`src/rtl/ext_irq_pkg.sv`:
```
package ext_irq_pkg;

    typedef enum logic [1:0] {
        ST_LEVEL = 2'd0,
        ST_ARMED = 2'd1,
        ST_PEND  = 2'd2
    } chan_state_e;

    // Per-source field layout inside the control byte
    localparam int FIELD_W  = 2;
    localparam int TYPE_OFS = 0;
    localparam int FLAG_OFS = 1;

endpackage

```
`src/rtl/ext_irq_sync.sv`:
```
module ext_irq_sync #(
    parameter int   WIDTH     = 2,
    parameter int   STAGES    = 2,
    parameter logic RESET_VAL = 1'b1
) (
    input  logic             clk,
    input  logic             rst_n,
    input  logic [WIDTH-1:0] d_async,
    output logic [WIDTH-1:0] q_sync
);

    logic [WIDTH-1:0] stage_q [STAGES];

    genvar s;
    generate
        for (s = 0; s < STAGES; s++) begin : g_stage
            if (s == 0) begin : g_first
                always_ff @(posedge clk or negedge rst_n) begin
                    if (!rst_n) stage_q[0] <= {WIDTH{RESET_VAL}};
                    else        stage_q[0] <= d_async;
                end
            end else begin : g_next
                always_ff @(posedge clk or negedge rst_n) begin
                    if (!rst_n) stage_q[s] <= {WIDTH{RESET_VAL}};
                    else        stage_q[s] <= stage_q[s-1];
                end
            end
        end
    endgenerate

    assign q_sync = stage_q[STAGES-1];

endmodule

```
`src/rtl/ext_irq_channel.sv`:
```
module ext_irq_channel
    import ext_irq_pkg::*;
(
    input  logic clk,
    input  logic rst_n,
    input  logic pin_s,      // synchronized, active low
    input  logic wr_en,
    input  logic wr_type,
    input  logic wr_flag,
    input  logic ack,
    output logic req,
    output logic type_rd,
    output logic flag_rd
);

    chan_state_e state_q, state_d;
    logic        pin_prev_q;
    logic        fall;

    // Previous synchronized sample for falling-edge detection
    always_ff @(posedge clk or negedge rst_n) begin
        if (!rst_n) pin_prev_q <= 1'b1;
        else        pin_prev_q <= pin_s;
    end

    assign fall = pin_prev_q & ~pin_s;

    // State register
    always_ff @(posedge clk or negedge rst_n) begin
        if (!rst_n) state_q <= ST_LEVEL;
        else        state_q <= state_d;
    end

    // Next-state logic
    always_comb begin
        state_d = state_q;
        unique case (state_q)
            ST_LEVEL: begin
                if (wr_en && wr_type)
                    state_d = wr_flag ? ST_PEND : ST_ARMED;      // to_edge
            end
            ST_ARMED: begin
                if (wr_en && !wr_type)  state_d = ST_LEVEL;      // to_level
                else if (fall)          state_d = ST_PEND;       // catch (edge)
                else if (wr_en && wr_flag) state_d = ST_PEND;    // catch (software)
            end
            ST_PEND: begin
                if (wr_en && !wr_type)  state_d = ST_LEVEL;      // to_level
                else if (fall)          state_d = ST_PEND;       // hold
                else if (wr_en)         state_d = wr_flag ? ST_PEND : ST_ARMED;
                else if (ack)           state_d = ST_ARMED;      // release
            end
            default:                    state_d = ST_LEVEL;
        endcase
    end

    // Output logic
    always_comb begin
        req     = 1'b0;
        type_rd = 1'b0;
        flag_rd = 1'b0;
        unique case (state_q)
            ST_LEVEL: begin
                req     = ~pin_s;
                flag_rd = ~pin_s;
            end
            ST_ARMED: begin
                type_rd = 1'b1;
            end
            ST_PEND: begin
                req     = 1'b1;
                type_rd = 1'b1;
                flag_rd = 1'b1;
            end
            default: ;
        endcase
    end

    // an edge seen in edge mode with no mode change pends the request
    p_edge_sets_r5: assert property (@(posedge clk) disable iff (!rst_n)
        (state_q != ST_LEVEL && fall && !(wr_en && !wr_type)) |=> req);

    // edge together with acknowledge keeps the flag
    p_edge_beats_ack_r9: assert property (@(posedge clk) disable iff (!rst_n)
        (state_q == ST_PEND && ack && fall && !wr_en) |=> (state_q == ST_PEND));

    // acknowledge alone releases a pending flag
    p_ack_clears_r7: assert property (@(posedge clk) disable iff (!rst_n)
        (state_q == ST_PEND && ack && !fall && !wr_en) |=> !flag_rd);

    // with no edge, acknowledge or write, a pending flag persists
    p_flag_sticky_r6: assert property (@(posedge clk) disable iff (!rst_n)
        (state_q == ST_PEND && !ack && !wr_en) |=> req);

    // level mode holds no state; an idle-high pin leaves no request behind
    p_level_no_latch_r4: assert property (@(posedge clk) disable iff (!rst_n)
        (state_q == ST_LEVEL && !wr_en) |=> (req == ~pin_s));

endmodule

```
`src/rtl/ext_irq_ctl.sv`:
```
module ext_irq_ctl
    import ext_irq_pkg::*;
#(
    parameter int NUM_SRC     = 2,
    parameter int REG_W       = 8,
    parameter int SYNC_STAGES = 2
) (
    input  logic               clk,
    input  logic               rst_n,
    input  logic [NUM_SRC-1:0] irq_pin_n,
    input  logic [NUM_SRC-1:0] irq_ack,
    input  logic               ctl_we,
    input  logic [REG_W-1:0]   ctl_wdata,
    output logic [REG_W-1:0]   ctl_rdata,
    output logic [NUM_SRC-1:0] irq_req
);

    localparam int OWN_BITS = NUM_SRC * FIELD_W;

    logic [NUM_SRC-1:0] pin_s;
    logic [NUM_SRC-1:0] type_rd;
    logic [NUM_SRC-1:0] flag_rd;

    ext_irq_sync #(
        .WIDTH     (NUM_SRC),
        .STAGES    (SYNC_STAGES),
        .RESET_VAL (1'b1)
    ) u_sync (
        .clk     (clk),
        .rst_n   (rst_n),
        .d_async (irq_pin_n),
        .q_sync  (pin_s)
    );

    genvar i;
    generate
        for (i = 0; i < NUM_SRC; i++) begin : g_src
            ext_irq_channel u_chan (
                .clk     (clk),
                .rst_n   (rst_n),
                .pin_s   (pin_s[i]),
                .wr_en   (ctl_we),
                .wr_type (ctl_wdata[i*FIELD_W + TYPE_OFS]),
                .wr_flag (ctl_wdata[i*FIELD_W + FLAG_OFS]),
                .ack     (irq_ack[i]),
                .req     (irq_req[i]),
                .type_rd (type_rd[i]),
                .flag_rd (flag_rd[i])
            );
        end
    endgenerate

    // Readback: fields this block owns, everything above reads zero
    always_comb begin
        ctl_rdata = '0;
        for (int k = 0; k < NUM_SRC; k++) begin
            ctl_rdata[k*FIELD_W + TYPE_OFS] = type_rd[k];
            ctl_rdata[k*FIELD_W + FLAG_OFS] = flag_rd[k];
        end
    end

    // bits not owned here never read back as set
    p_upper_zero_r2: assert property (@(posedge clk) disable iff (!rst_n)
        ctl_rdata[REG_W-1:OWN_BITS] == '0);

    // a written type field is visible in the readback on the next clock
    p_type_write_r2: assert property (@(posedge clk) disable iff (!rst_n)
        ctl_we |=> (type_rd[0] == $past(ctl_wdata[TYPE_OFS])));

endmodule

```
`config.mk`:
```
export PLATFORM = sky130hd
export DESIGN_NAME = ext_irq_ctl
export DESIGN_NICKNAME = d
export VERILOG_FILES = /design/src/rtl/ext_irq_pkg.sv /design/src/rtl/ext_irq_sync.sv /design/src/rtl/ext_irq_channel.sv /design/src/rtl/ext_irq_ctl.sv
export SDC_FILE = /design/constraint.sdc
export NUM_CORES = 1
export LEC_CHECK = 0
export BUFFER_PORTS_ARGS = -buffer_cell sky130_fd_sc_hd__clkbuf_2
export CAP_MARGIN = 25
export CORE_UTILIZATION = 30
export CTS_CLUSTER_DIAMETER = 100
export CTS_CLUSTER_SIZE = 28
export DETAILED_ROUTE_END_ITERATION = 12
export GPL_TIMING_DRIVEN = 0
export PLACE_DENSITY_LB_ADDON = 0.05
export SYNTH_ARGS = -nofsm -noshare
export SYNTH_HDL_FRONTEND = slang
export SYNTH_SLANG_ARGS = --single-unit
```
`constraint.sdc`:
```
create_clock -name clk -period 2.5 [get_ports clk]
set_input_delay 0.375 -clock clk [delete_from_list [all_inputs] [get_ports clk]]
set_output_delay 0.375 -clock clk [all_outputs]
set_load 0.02 [all_outputs]
```
==> results.cfg <==
[floorplan]
core-area_um2 = 2276
initial_utilization = 0.3282
dieArea_um2 = 2694
fp.dieW_um = 51.90
rows = 17
die_y_um = 51.90
io_pins = 25

[clock_network]
cts_tree = yes
ctsResizeCount = 0
numCtsBuffers = 3
clk_latency_ns = 0.26
htreeDepth = 1
cts_max_path_buffers = 2
root_buffer = clkbuf_4
path_clk_slew_ns = 0.06
cts.sinks = 10

[finish]
fin_area_um2 = 905.9
diodes = 0
syn2layout_area_growth_pct = 21.27
drive_gt1_frac = 0.3900
stdcell_count = 128
nets = 125

[yosys]
syn_area_per_cell_um2 = 9.701
ys_seq_area_frac = 0.3451
synth_largest_area_cell = dfstp_2
synth_ff_type = dfstp_2
yosysMostFrequentCell = inv_1
async_flop_share = 1.000
syn_inst = 77
synth_cell_types = 20
ys_top_cells_by_count = inv_1 (12), buf_4 (10), ha_1 (8), dfstp_2 (6), o21ai_0 (6)
synth_enable_flop_cells = 0
synth_area_um2 = 747.0
synthesis.yosys.warnings = 0
ys_seq_elements = 10
netlist.area_leader.share = 0.2111
ys_top_cells_by_area = dfstp_2 (21%), dfrtp_1 (13%), ha_1 (13%)

[grt]
grt_pass1_wl_um = 2194
grt_usage = 0.1089
grt_pass1_vias = 542
grt_use_met1 = 0.1540
met3_usage = 0.01754
grt_overflow_total = 0
antenna_found_initial = 0
met2_usage = 0.1517
grt_max_degree = 11
gr-max-usage-layer = met1

[placed_design]
dpl.hpwl_um = 1001
placed_cell_area_um2 = 873.3
io_buffers = 16
placed_cells_incl_taps = 124
gp_congestion = 0.8381

[drt]
dr.pass1.iters = 4
vias_per_cell = 4.438
ant_nets = 0
drc_errors = 0
wire_per_inst_um = 9.414
wl_um = 1205
vias = 568
drt_iter0_markers = 9

[setup_path]
crit_slowest_cell = dfrtp_1
crit_chain = inv_1, ha_1, inv_1, o21ai_0, buf_4, clkbuf_2
cp_max_fo = 4
start_kind = flip-flop
critical_path_class = reg2out
cp_common_cell = inv_1
arrival_ns = 1.60
critPathBufInv = 4
crit_path_max_incr_delay_ns = 0.40
required_ns = 2.12
path_delay_family = buffers and inverters
end_kind = output port

[run]
cap_violations = 0

[power_and_ir_drop]
ir_worst_vdd_v = 0.0004149
p_leak_nw = 0.4580
power_density_nw_per_um2 = 1051

[sta]
max_freq_mhz = 506.2
drv_slew = 0
tns_ns = 0
fin_crit_sh = 0.7902
fin_skew_ns = 0.008009
setup_violations = 0
rsz0062_at_grt = false
hold_viol = 0
post-route-min-period_ns = 1.976

[outcome]
status = completed

[worst_hold_path]
hold_path_class = in2reg
## sequential cells by signal, summed over array words and instances (netlist names)
name	flops
g_src.u_chan.state_q	4
g_src.u_chan.pin_prev_q	2
u_sync.q_sync	2
u_sync.stage_q	2
## power breakdown
| part | switching [W] | internal, W |
|---|---|---|
| registers | 0.0000288 | 0.000202 |
| logic | 0.000329 | 0.000288 |
| clock network | 0.0000478 | 0.0000552 |
| total | 0.000406 | 0.000546 |
## what timing repair did
item,4_1_cts,5_1_grt
buffers inserted,0,0
hold buffers,1,0
hold endpoints to repair,4,0
## cells by family (layout without fill, tap and decap cells)
group | count (synthesis) | in the layout | share of synthesized area
buffers and inverters | 22 | 42 | 0.1608
AOI/OAI and AO/OA | 18 | 18 | 0.1742
and+or+nand+nor | 14 | 14 | 0.1240
DFF | 10 | 10 | 0.3451
adders and majority gates | 8 | 8 | 0.1340
muxes | 4 | 4 | 0.05695
other | 1 | 4 | 0.005020
## routing by layer
metal  wire (um)  up-vias  part of all wire
met4           0        0                 0
met5           0        -                 0
met3          54        0             0.045
met1         652      251              0.54
li1            -      298                 -
met2         498       19              0.41
## cells in the final DEF (no fill, tap or decap), types with 3 or more instances in the layout
cell / instances
dfrtp_1: 4
clkbuf_4: 3
clkbuf_2: 16
conb_1: 4
nand2_1: 4
buf_4: 10
a31oi_1: 4
ha_1: 8
o21ai_0: 6
dfstp_2: 6
inv_1: 12
## through the flow
stage	total power [W]	util	worst slack, ns	hold WS (ns)
5_1_grt	0.001043	0.3980	0.3321	0.1840
3_3_place_gp	0.0008534	0.3837	0.8374	0.2453
2_1_floorplan	0.0007115	-	1.048	0.07941
6_report	0.0009519	0.3980	0.5244	0.2012
4_1_cts	0.0009683	0.3980	0.5127	0.1856
3_5_place_dp	0.0008562	0.3837	0.8067	0.2465
## worst register-to-register path: cells and delay by family (launching register included)
family / cells / cell delay (ns)
compound gates: 1 / 0.09
fa+ha+maj: 1 / 0.21
buf+inv: 2 / 0.17
flops: 1 / 0.41
mux: 1 / 0.17
simple gates: 1 / 0.49
## layout make-up
cell class,count,area (um2)
Fill cell,233,1370
Multi-Input combinational cell,48,380.4
Sequential cell,10,257.7
Timing Repair Buffer,17,90.09
Buffer,10,75.07
Inverter,12,45.04
Tap cell,28,35.03
Clock buffer,3,22.52
## final timing paths
path / to / cells after the start / from / slack (ns)
max reg2reg: g_src[1].u_chan.state_q[0] / 6 / g_src[1].u_chan.state_q[0] / 0.90
min in group asynchronous: g_src[1].u_chan.state_q[0] / 2 / rst_n / 0.50
max in group asynchronous: u_sync.q_sync[0] / 2 / rst_n / 1.73
min: u_sync.stage_q[3] / 1 / irq_pin_n[1] / 0.20
max: ctl_rdata[3] / 6 / g_src[1].u_chan.state_q[1] / 0.52
min reg2reg: u_sync.q_sync[1] / 0 / u_sync.stage_q[3] / 0.34
(Power assumes the default switching activity.)
